`src/rtl/fp_status_ctrl.sv`:
```
module fp_status_ctrl #(
  parameter int MAX_SP_ELEMS = 8,
  parameter int MAX_DP_ELEMS = 4
) (
  input  logic        clk,
  input  logic        rst_n,
  input  logic        wr_en,
  input  logic [31:0] wr_data,
  output logic [31:0] rd_data,
  input  logic        exc_valid,
  input  logic [4:0]  exc_bits,
  input  logic        cmp_valid,
  input  logic [3:0]  cmp_flags,
  input  logic        xfer_strobe,
  input  logic        dbl_prec,
  output logic [3:0]  host_flags,
  output logic        trap_req,
  output logic [4:0]  trap_cause,
  output logic [1:0]  round_mode,
  output logic        flush_zero,
  output logic [3:0]  vec_elems,
  output logic [1:0]  vec_step
);
  localparam int LW = $clog2(MAX_SP_ELEMS);

  logic [4:0]    sticky, trap_en;
  logic [1:0]    rnd_q;
  logic          fz_q, stride_q;
  logic [LW-1:0] len_q;
  logic [3:0]    cmp_q;

  logic [4:0] ev_trap, ev_flag;
  assign ev_trap = exc_valid ? (exc_bits & trap_en)  : 5'd0;
  assign ev_flag = exc_valid ? (exc_bits & ~trap_en) : 5'd0;

  always_ff @(posedge clk) begin
    if (!rst_n) begin
      sticky   <= '0;
      trap_en  <= '0;
      rnd_q    <= '0;
      fz_q     <= 1'b0;
      len_q    <= '0;
      stride_q <= 1'b0;
      cmp_q    <= '0;
    end else begin
      sticky <= (wr_en ? wr_data[4:0] : sticky) | ev_flag;
      if (wr_en) begin
        trap_en  <= wr_data[12:8];
        rnd_q    <= wr_data[17:16];
        fz_q     <= wr_data[18];
        len_q    <= wr_data[20 +: LW];
        stride_q <= wr_data[24];
      end
      if (cmp_valid)  cmp_q <= cmp_flags;
      else if (wr_en) cmp_q <= wr_data[31:28];
    end
  end

  always_ff @(posedge clk) begin
    if (!rst_n) begin
      host_flags <= '0;
      trap_req   <= 1'b0;
      trap_cause <= '0;
    end else begin
      if (xfer_strobe) host_flags <= cmp_q;
      trap_req   <= |ev_trap;
      trap_cause <= ev_trap;
    end
  end

  always_comb begin
    rd_data = '0;
    rd_data[4:0]       = sticky;
    rd_data[12:8]      = trap_en;
    rd_data[17:16]     = rnd_q;
    rd_data[18]        = fz_q;
    rd_data[20 +: LW]  = len_q;
    rd_data[24]        = stride_q;
    rd_data[31:28]     = cmp_q;
  end

  logic [3:0] sp_elems;
  assign sp_elems   = 4'({1'b0, len_q}) + 4'd1;
  assign vec_elems  = (dbl_prec && sp_elems > 4'(MAX_DP_ELEMS)) ? 4'(MAX_DP_ELEMS) : sp_elems;
  assign vec_step   = stride_q ? 2'd2 : 2'd1;
  assign round_mode = rnd_q;
  assign flush_zero = fz_q;

  p_sticky_hold_r3: assert property (@(posedge clk) disable iff (!rst_n)
    (!wr_en && !exc_valid) |=> $stable(sticky));

  p_trap_cause_r4: assert property (@(posedge clk) disable iff (!rst_n)
    trap_req |-> (trap_cause != 5'd0));

  p_trap_single_r4: assert property (@(posedge clk) disable iff (!rst_n)
    !exc_valid |=> !trap_req);

  p_event_wins_r5: assert property (@(posedge clk) disable iff (!rst_n)
    (exc_valid && ((exc_bits & ~trap_en) != 5'd0))
      |=> ((sticky & $past(exc_bits & ~trap_en)) == $past(exc_bits & ~trap_en)));

  p_host_stable_r7: assert property (@(posedge clk) disable iff (!rst_n)
    !xfer_strobe |=> $stable(host_flags));

  p_elems_range_r9: assert property (@(posedge clk) disable iff (!rst_n)
    (vec_elems >= 4'd1) && (!dbl_prec || vec_elems <= 4'(MAX_DP_ELEMS)));
endmodule

```
`config.mk`:
```
export PLATFORM = sky130hd
export DESIGN_NAME = fp_status_ctrl
export DESIGN_NICKNAME = d
export VERILOG_FILES = /design/src/rtl/fp_status_ctrl.sv
export SDC_FILE = /design/constraint.sdc
export NUM_CORES = 1
export LEC_CHECK = 0
export ABC_AREA = 1
export BUFFER_PORTS_ARGS = -buffer_cell sky130_fd_sc_hd__buf_2
export CORE_ASPECT_RATIO = 1.25
export CORE_UTILIZATION = 30
export DETAILED_ROUTE_END_ITERATION = 8
export PLACE_DENSITY_LB_ADDON = 0.12
export SYNTH_ARGS = -nofsm -noshare
export SYNTH_HDL_FRONTEND = slang
export SYNTH_SLANG_ARGS = --single-unit
```
`constraint.sdc`:
```
create_clock -name clk -period 1.2 [get_ports clk]
set_clock_uncertainty 0.15 [all_clocks]
set_input_delay 0.12 -clock clk [delete_from_list [all_inputs] [get_ports clk]]
set_output_delay 0.12 -clock clk [all_outputs]
set_load 0.02 [all_outputs]
```
==> results.sh, run 1 <==
export IMPL_p_leak_nw=1.111
export IMPL_startpoint_type="flop"
export IMPL_avgSynthCellArea_um2=7.838
export IMPL_via_per_inst=4.334
export IMPL_wl_met1_um=1552
export IMPL_hold_violations=0
export IMPL_core_rowCount=26
export IMPL_final_nets=330
export IMPL_synth_seq_cells=31
export IMPL_fin_crit_ns=1.543
export IMPL_fmax_mhz=648.2
export IMPL_synth_cell_types=23
export IMPL_clkTransAtPathRegs_ns=0.06
export IMPL_top_layer="met4"
export IMPL_r2r_slack_ns=0.16
export IMPL_powerDensity_nw_per_um2=1167
export IMPL_finalCritPeriodShare=1.286
export IMPL_reg2regPathDepth=4
export IMPL_core_um2=4164
export IMPL_num_antenna_cells=0
export IMPL_max_cap_violations=0
export IMPL_drc=0
export IMPL_required_ns=0.93
export IMPL_clock_latency_ns=0.28
export IMPL_antenna_found_initial=0
export IMPL_port_buffers=76
export IMPL_gp_congestion=0.7431
export IMPL_regToRegEndpoint="len_q[0]"
export IMPL_layout_commonest_cell="buf_2"
export IMPL_violations="setup timing"
export IMPL_dieArea_um2=4714
export IMPL_final_util=0.5466
export IMPL_drtIter0Drc=61
export IMPL_cts_sinks=31
export IMPL_track_usage=0.1793
export IMPL_yosysSeqAreaShare=0.4657
export IMPL_grt_overflow=0
export IMPL_ios=99
export IMPL_cts_path_max_buffers=2
export IMPL_die_y_um=76.52
export IMPL_critPathLaunch="len_q[0]"
export IMPL_wl_met2_um=2082
export IMPL_grt_pass1_wl_um=6203
export IMPL_ant_nets=0
export IMPL_crit_path_end_kind="output port"
export IMPL_worstSetupPathType="flop to output port"
export IMPL_cts_tree="done"
export IMPL_grt_max_degree=20
export IMPL_setup_ws_ns=-0.3426
export IMPL_path_max_fanout=2
export IMPL_dpl_hpwl_um=2422
export IMPL_yosys_warnings=0
export IMPL_firstDrtPassIters=4
export IMPL_drive_gt1_frac=0.3794
export IMPL_setup_violations=6
export IMPL_grt_pass1_vias=1437
export IMPL_hp_class="input port to flop"
export IMPL_floorplan_initialDensity=0.3200
export IMPL_reg2reg_from="len_q[0]"
export IMPL_rsz0062_at_grt="true"
export IMPL_syn_cell_area_um2=1333
export IMPL_status="complete, but fails checks"
export IMPL_wirelength_um=3946
export IMPL_numCtsBuffers=5
export IMPL_dieWidth_um=61.61
export IMPL_ir_drop_v=0.0005566
export IMPL_root_buffer="clkbuf_8"
export IMPL_setup_tns_ns=-1.147
export IMPL_finalMaxSlewViolations=0
export IMPL_hp_start="cmp_flags[3]"
export IMPL_wl_per_cell_um=11.67
export IMPL_cp_arrival_ns=1.27
export IMPL_syn2layout_area_growth_pct=70.80
export IMPL_hold_end="cmp_q[3]"
export IMPL_final_cell_mix="buf_2, nor2_1, dlygate4sd3_1"
export IMPL_synthCells=170
export IMPL_min_path_cells=3
export IMPL_wl_met3_um=216
export IMPL_vias=1465
export IMPL_htreeDepth=2
==> worst max path at each step <==
stage	to	slack [ns]	cells after the start
after floorplan	vec_elems[0]	-0.006	5
after global routing	vec_elems[0]	-0.40	6
after global placement	vec_elems[0]	-0.08	6
after detailed placement	vec_elems[0]	-0.08	6
final	vec_elems[0]	-0.34	6
after CTS	vec_elems[0]	-0.35	6
==> synth_stat cells (all sizes together) <==
master | n | share of area
nand2 | 16 | 0.047
nor2 | 40 | 0.11
a21oi | 5 | 0.022
nor3 | 4 | 0.023
buf | 22 | 0.12
o211ai | 1 | 0.0056
nand3b | 5 | 0.028
inv | 9 | 0.025
ha | 1 | 0.0094
dfxtp | 31 | 0.47
a31oi | 5 | 0.023
conb | 1 | 0.0028
clkbuf | 1 | 0.0028
o21ai | 22 | 0.085
nand3 | 7 | 0.026
==> metal layers <==
layer  GRT usage  vias up
li1            -      751
met1      0.1927      646
met2      0.2978       57
met3     0.07131       11
met4     0.07778        0
met5           0        -
==> metrics by stage <==
step                hold slack [ns]  power (mW)  setup slack [ns]  cell area, um2  cells
finish                      0.01166       2.655           -0.3426            2276    338
global route                0.02389       2.818           -0.3994            2276    338
CTS                       0.0008044       2.667           -0.3475            2237    336
detailed placement           0.2058       1.655          -0.08354            1760    294
global placement             0.2011       1.655          -0.07668            1760    294
floorplan                   0.09576       1.503         -0.005695            1425    180
==> timing repair <==
action	4_1_cts	5_1_grt
gates resized for setup	11	7
hold endpoints to repair	28	0
pin swaps	3	3
setup buffers	0	2
endpoints found under the setup margin	5	7
hold buffers	34	0
==> power by group <==
part	internal, mW	leakage [nW]	switching [mW]
clock network	0.523	0.0515	0.370
logic	0.284	0.802	0.340
registers	1.09	0.258	0.0447
==> critical path, stage by stage (launching register included) <==
cell	delay, ns
dfxtp_4	0.35
ha_4	0.16
inv_2	0.06
nand2_4	0.05
a21oi_4	0.19
nor2_4	0.06
buf_6	0.13
==> state kept, by name (all words and copies together) (netlist names) <==
name / flops
cmp_q: 4
flush_zero: 1
host_flags: 4
len_q: 3
round_mode: 2
sticky: 5
stride_q: 1
trap_cause: 5
trap_en: 5
trap_req: 1
==> cells by family (layout without fill, tap and decap cells) <==
| kind of cell | after synthesis | count (layout) | share of synthesized area |
|---|---|---|---|
| simple gates | 72 | 72 | 0.2366 |
| compound gates | 33 | 33 | 0.1362 |
| buf+inv | 32 | 134 | 0.1493 |
| flops | 31 | 31 | 0.4657 |
| fa+ha+maj | 1 | 1 | 0.009388 |
| other cells | 1 | 11 | 0.002814 |
==> final cells by class <==
| type | instances | area (um2) |
|---|---|---|
| tap | 56 | 70.07 |
| timing repair buffer | 117 | 830.8 |
| fill | 424 | 1888 |
| sequential | 31 | 631.9 |
| multi-input combinational | 117 | 609.3 |
| clock buffer | 8 | 100.1 |
| inverter | 9 | 33.78 |
Note: power is estimated with default switching activity, not from simulation.
==> run 2: changes to the inputs <==
Clock period 1.2 ns to 1.4 ns, I/O delays scaled along.
==> run 2 against run 1 <==
The run still ends with setup timing left. Critical path depth unchanged. Highest routed layer unchanged. Largest cell class unchanged. Core utilization is 4.4 points lower. Clock-buffer cell count decreased by 2. Flip-flop and latch count did not move. Routed wire length down 11%. Cell count shrank 3.6%. Register-to-register slack better by 0.31 ns. Via count decreased by 4.1%.
==> results.sh, run 2 (synthesis results as in run 1) <==
export IMPL_pre_cts_slack_ns=0.08332
export IMPL_grt_max_degree=16
export IMPL_final_cells=326
export IMPL_crit_path_end_kind="output port"
export IMPL_crit_family="flip-flops"
export IMPL_largestRegisters="sticky x5, trap_cause x5, trap_en x5"
export IMPL_powerDensity_nw_per_um2=1120
export IMPL_p_leak_nw=1.051
export IMPL_wirelength_um=3508
export IMPL_cts_sinks=31
export IMPL_rsz0062_at_grt="true"
export IMPL_dpl_hpwl_um=2462
export IMPL_core_um2=4164
export IMPL_path_cells="ha_4 -> inv_2 -> nand2_2 -> a21oi_2 -> nor2_1 -> buf_4"
export IMPL_gp_congestion=0.8207
export IMPL_die_y_um=76.52
export IMPL_grt_overflow=0
export IMPL_slowest_delay_ns=0.34
export IMPL_status="complete, but fails checks"
export IMPL_hp_class="input port to flop"
export IMPL_core_rowCount=26
export IMPL_num_antenna_cells=0
export IMPL_hold_violations=0
export IMPL_drc=0
export IMPL_clkTransAtPathRegs_ns=0.07
export IMPL_setup_violations=3
export IMPL_numCtsBuffers=5
export IMPL_finalCritPeriodShare=1.064
export IMPL_finalPower_mw=2.345
export IMPL_drtIter0Drc=56
export IMPL_violations="setup timing"
export IMPL_vias=1405
export IMPL_cts_path_max_buffers=2
export IMPL_critPathSlowestCell="dfxtp_2"
export IMPL_final_nets=318
export IMPL_htreeDepth=2
export IMPL_layout_commonest_cell="buf_2"
export IMPL_setup_ws_ns=-0.08897
export IMPL_startpoint_type="flop"
export IMPL_finalMaxSlewViolations=0
export IMPL_fin_crit_ns=1.489
export IMPL_ant_nets=0
export IMPL_root_buffer="clkbuf_8"
export IMPL_fmax_mhz=671.6
export IMPL_dieWidth_um=61.61
export IMPL_setup_tns_ns=-0.1965
export IMPL_cts_tree="done"
export IMPL_dp_cells=292
export IMPL_via_per_inst=4.310
export IMPL_syn2layout_area_growth_pct=57.09
export IMPL_track_usage=0.1626
export IMPL_port_buffers=76
export IMPL_firstDrtPassIters=4
export IMPL_ir_drop_v=0.0005533
export IMPL_path_max_fanout=4
export IMPL_worstSetupPathType="flop to output port"
export IMPL_required_ns=1.11
export IMPL_dieArea_um2=4714
export IMPL_antenna_found_initial=0
export IMPL_final_cell_mix="buf_2, nor2_1, dfxtp_1"
export IMPL_grt_pass1_vias=1345
export IMPL_floorplan_initialDensity=0.3200
export IMPL_grt_pass1_wl_um=5747
export IMPL_final_fill_count=454
export IMPL_critical_path_buf_inv_count=2
export IMPL_clock_latency_ns=0.28
export IMPL_cp_arrival_ns=1.20
export IMPL_max_cap_violations=0
export IMPL_wl_per_cell_um=10.76
export IMPL_drive_gt1_frac=0.3778
export IMPL_ios=99
## run 2: cell types whose count changed in the layout (fill, tap and decap cells not counted), moves of 2 or more
cell and delta:
dfxtp_4 -3, nor2_1 +2, buf_2 +4, nor2_4 -2, dfxtp_2 +3, buf_6 -8, dlygate4sd3_1 -9
## run 2: tightest hold or removal path, stage by stage
cell and delay, ns:
buf_2 0.11, o21ai_0 0.08, nor2_1 0.07
## run 2: repair_timing
| action | 4_1_cts | 5_1_grt |
|---|---|---|
| setup endpoints to repair | 3 | 4 |
| pin swaps | 1 | 0 |
| buffers inserted | 1 | 0 |
| gates resized for setup | 9 | 1 |
| hold buffers | 25 | 0 |
| endpoints found under the hold margin | 24 | 0 |
## run 2: through the flow
step	utilization	instance area (um2)	hold slack (ns)
after global routing	0.5027	2093	0.02006
final	0.5027	2093	0.005686
after CTS	0.5024	2092	0.0008839
after floorplan	-	1370	0.1158
after detailed placement	0.4060	1690	0.2172
after global placement	0.4060	1690	0.2136
## run 2: path summary, 6_finish.rpt
path              slack (ns)         from            end  cells past startpoint
hold / removal         0.006  xfer_strobe  host_flags[1]                      3
setup / recovery       -0.09     len_q[1]   vec_elems[1]                      6
setup reg to reg        0.47     len_q[0]       len_q[0]                      3
hold reg to reg         0.33     stride_q       stride_q                      2
## run 2: where the power goes
group          switching [mW]  total [mW]  internal (mW)
Clock                   0.327       0.902          0.575
Sequential             0.0377       0.978          0.940
Combinational           0.267       0.465          0.197
## run 2: area by class of cell
type | count | area (um2) | share of cell area
inverters | 9 | 33.78 | 0.01614
multi-input cells | 117 | 569.3 | 0.2720
well taps | 56 | 70.07 | 0.03347
clock buffers | 6 | 82.58 | 0.03945
repair buffers | 105 | 678.2 | 0.3240
flip-flops and latches | 31 | 624.3 | 0.2983
clock inverters | 2 | 35.03 | 0.01674
## run 2: per-layer routing
layer / part of all wire / track usage / vias up
met3: 0.061 / 0.05603 / 2
met1: 0.42 / 0.1925 / 623
met4: 0.0046 / 0.04889 / 0
li1: - / - / 725
met2: 0.51 / 0.2677 / 55
met5: 0 / 0 / -
==> run 3: changes to the inputs <==
Settings changed: BUFFER_PORTS_ARGS -buffer_cell sky130_fd_sc_hd__buf_2 to not set, CTS_BUF_LIST set to sky130_fd_sc_hd__clkbuf_4, DONT_BUFFER_PORTS set to 1.
==> run 3 against run 2 <==
The run still ends with setup timing left. Sequential power rose by 5%. First-iteration DRC count down 23%. Largest cell class is now registers. Sequential share of layout area grew 2.9 points. Worst hold slack gained 0.031 ns. Die area unchanged. Clock power fell by 25%. Flip-flop and latch count unchanged. Critical path type unchanged.
==> results.sh, run 3 (synthesis results as in run 1) <==
export IMPL_status="complete, but fails checks"
export IMPL_violations="setup timing"
export IMPL_root_buffer="clkbuf_4"
export IMPL_worstSetupPathType="flop to output port"
export IMPL_power_switching_share=0.2909
export IMPL_drc=0
export IMPL_antenna_found_initial=0
export IMPL_dpl_hpwl_um=2332
export IMPL_ir_drop_v=0.0004992
export IMPL_worst_slew_pin_slew_ns=0.6411
export IMPL_finalMaxSlewViolations=0
export IMPL_largestRegisters="sticky x5, trap_cause x5, trap_en x5"
export IMPL_core_rowCount=26
export IMPL_crit_path_end_kind="output port"
export IMPL_track_usage=0.1738
export IMPL_via_per_inst=4.604
export IMPL_multi_input_area_um2=569.3
export IMPL_fmax_mhz=621.8
export IMPL_core_um2=4164
export IMPL_final_cells=278
export IMPL_syn2layout_area_growth_pct=43.38
export IMPL_finalCritPeriodShare=1.149
export IMPL_wirelength_um=3803
export IMPL_gp_congestion=0.6949
export IMPL_critPathLaunch="len_q[1]"
export IMPL_ff_latch_area_um2=625.6
export IMPL_cts_path_max_buffers=2
export IMPL_vias=1280
export IMPL_maxSlewHeadroom=0.5726
export IMPL_hold_violations=0
export IMPL_grt_pass1_wl_um=5906
export IMPL_dieWidth_um=61.61
export IMPL_ant_nets=0
export IMPL_fin_area_um2=1911
export IMPL_finalPower_mw=2.081
export IMPL_clkTransAtPathRegs_ns=0.10
export IMPL_clock_latency_ns=0.32
export IMPL_hp_class="input port to flop"
export IMPL_holdWs_ns=0.03625
export IMPL_grt_max_degree=21
export IMPL_max_cap_violations=0
export IMPL_cp_arrival_ns=1.32
export IMPL_ios=99
export IMPL_layout_commonest_cell="dlygate4sd3_1"
export IMPL_cts_sinks=31
export IMPL_powerDensity_nw_per_um2=1089
export IMPL_setup_violations=4
export IMPL_setup_ws_ns=-0.2083
export IMPL_num_antenna_cells=0
export IMPL_numCtsBuffers=5
export IMPL_startpoint_type="flop"
export IMPL_final_fill_count=435
export IMPL_rsz0062_at_grt="true"
export IMPL_final_cell_mix="dlygate4sd3_1, nor2_1, dfxtp_1"
export IMPL_fin_crit_ns=1.608
export IMPL_firstDrtPassIters=4
export IMPL_reg2reg_from="trap_en[3]"
export IMPL_p_leak_nw=0.8255
export IMPL_final_nets=270
export IMPL_clkPwrFrac=0.327
export IMPL_floorplan_initialDensity=0.3200
export IMPL_htreeDepth=2
export IMPL_drive_gt1_frac=0.1667
export IMPL_die_y_um=76.52
export IMPL_combPwrFrac=0.176
export IMPL_grt_pass1_vias=1305
export IMPL_seqPwrFrac=0.497
export IMPL_port_buffers=0
export IMPL_grt_overflow=0
export IMPL_wl_per_cell_um=13.68
export IMPL_dieArea_um2=4714
export IMPL_drtIter0Drc=43
export IMPL_hp_start="wr_en"
export IMPL_required_ns=1.11
export IMPL_dp_cells=227
export IMPL_cts_tree="done"
export IMPL_internal_power_mw=1.476
export IMPL_path_max_fanout=4
export IMPL_p_sw_mw=0.6053
export IMPL_place_area_um2=1380
## run 3: what timing repair did
item,CTS,global route
setup buffers,1,0
gates cloned,0,0
hold buffers,42,1
pin swaps,2,0
endpoints found under the hold margin,31,1
setup endpoints to repair,4,24
gates resized for setup,8,2
## run 3: metrics by stage
| stage | util | setup WS, ns | TNS, ns |
|---|---|---|---|
| finish | 0.4588 | -0.2083 | -0.6241 |
| global route | 0.4588 | -0.2794 | -0.9130 |
| CTS | 0.4579 | -0.1928 | -1.665 |
| detailed placement | 0.3314 | 0.07822 | 0 |
| global placement | 0.3314 | 0.09378 | 0 |
| floorplan | - | -0.02863 | -0.05725 |
## run 3: worst paths after layout
kind / endpoint / slack, ns / cells past startpoint
setup / recovery: vec_elems[1] / -0.21 / 6
hold / removal: cmp_q[0] / 0.04 / 3
hold reg to reg: trap_cause[0] / 0.35 / 2
setup reg to reg: trap_req / 0.30 / 4
## run 3: power groups by stage
stage	Combinational (mW)	Sequential, mW	Clock (mW)
global route	0.402	1.04	0.738
CTS	0.361	1.04	0.710
global placement	0.238	1.05	0
detailed placement	0.241	1.05	0
floorplan	0.215	1.06	0
finish	0.365	1.03	0.681
## run 3: worst max-delay path, cell delays in order, from the launching register on
cell,delay [ns]
dfxtp_2,0.36
ha_4,0.16
inv_2,0.04
nand2_2,0.05
a21oi_2,0.16
nor2_1,0.05
buf_4,0.15
## run 3: layout make-up
class / instances / area share
Clock buffer: 5 / 0.01965
Tap cell: 56 / 0.03667
Clock inverter: 3 / 0.02030
Inverter: 9 / 0.01768
Sequential cell: 31 / 0.3274
Multi-Input combinational cell: 117 / 0.2980
Timing Repair Buffer: 57 / 0.2803
## run 3: routing by layer
metal	track usage	vias up	wire length (um)
li1	-	628	-
met1	0.1691	594	1346
met2	0.3140	52	2107
met3	0.07131	6	290
met4	0.05778	0	58
met5	0	-	0
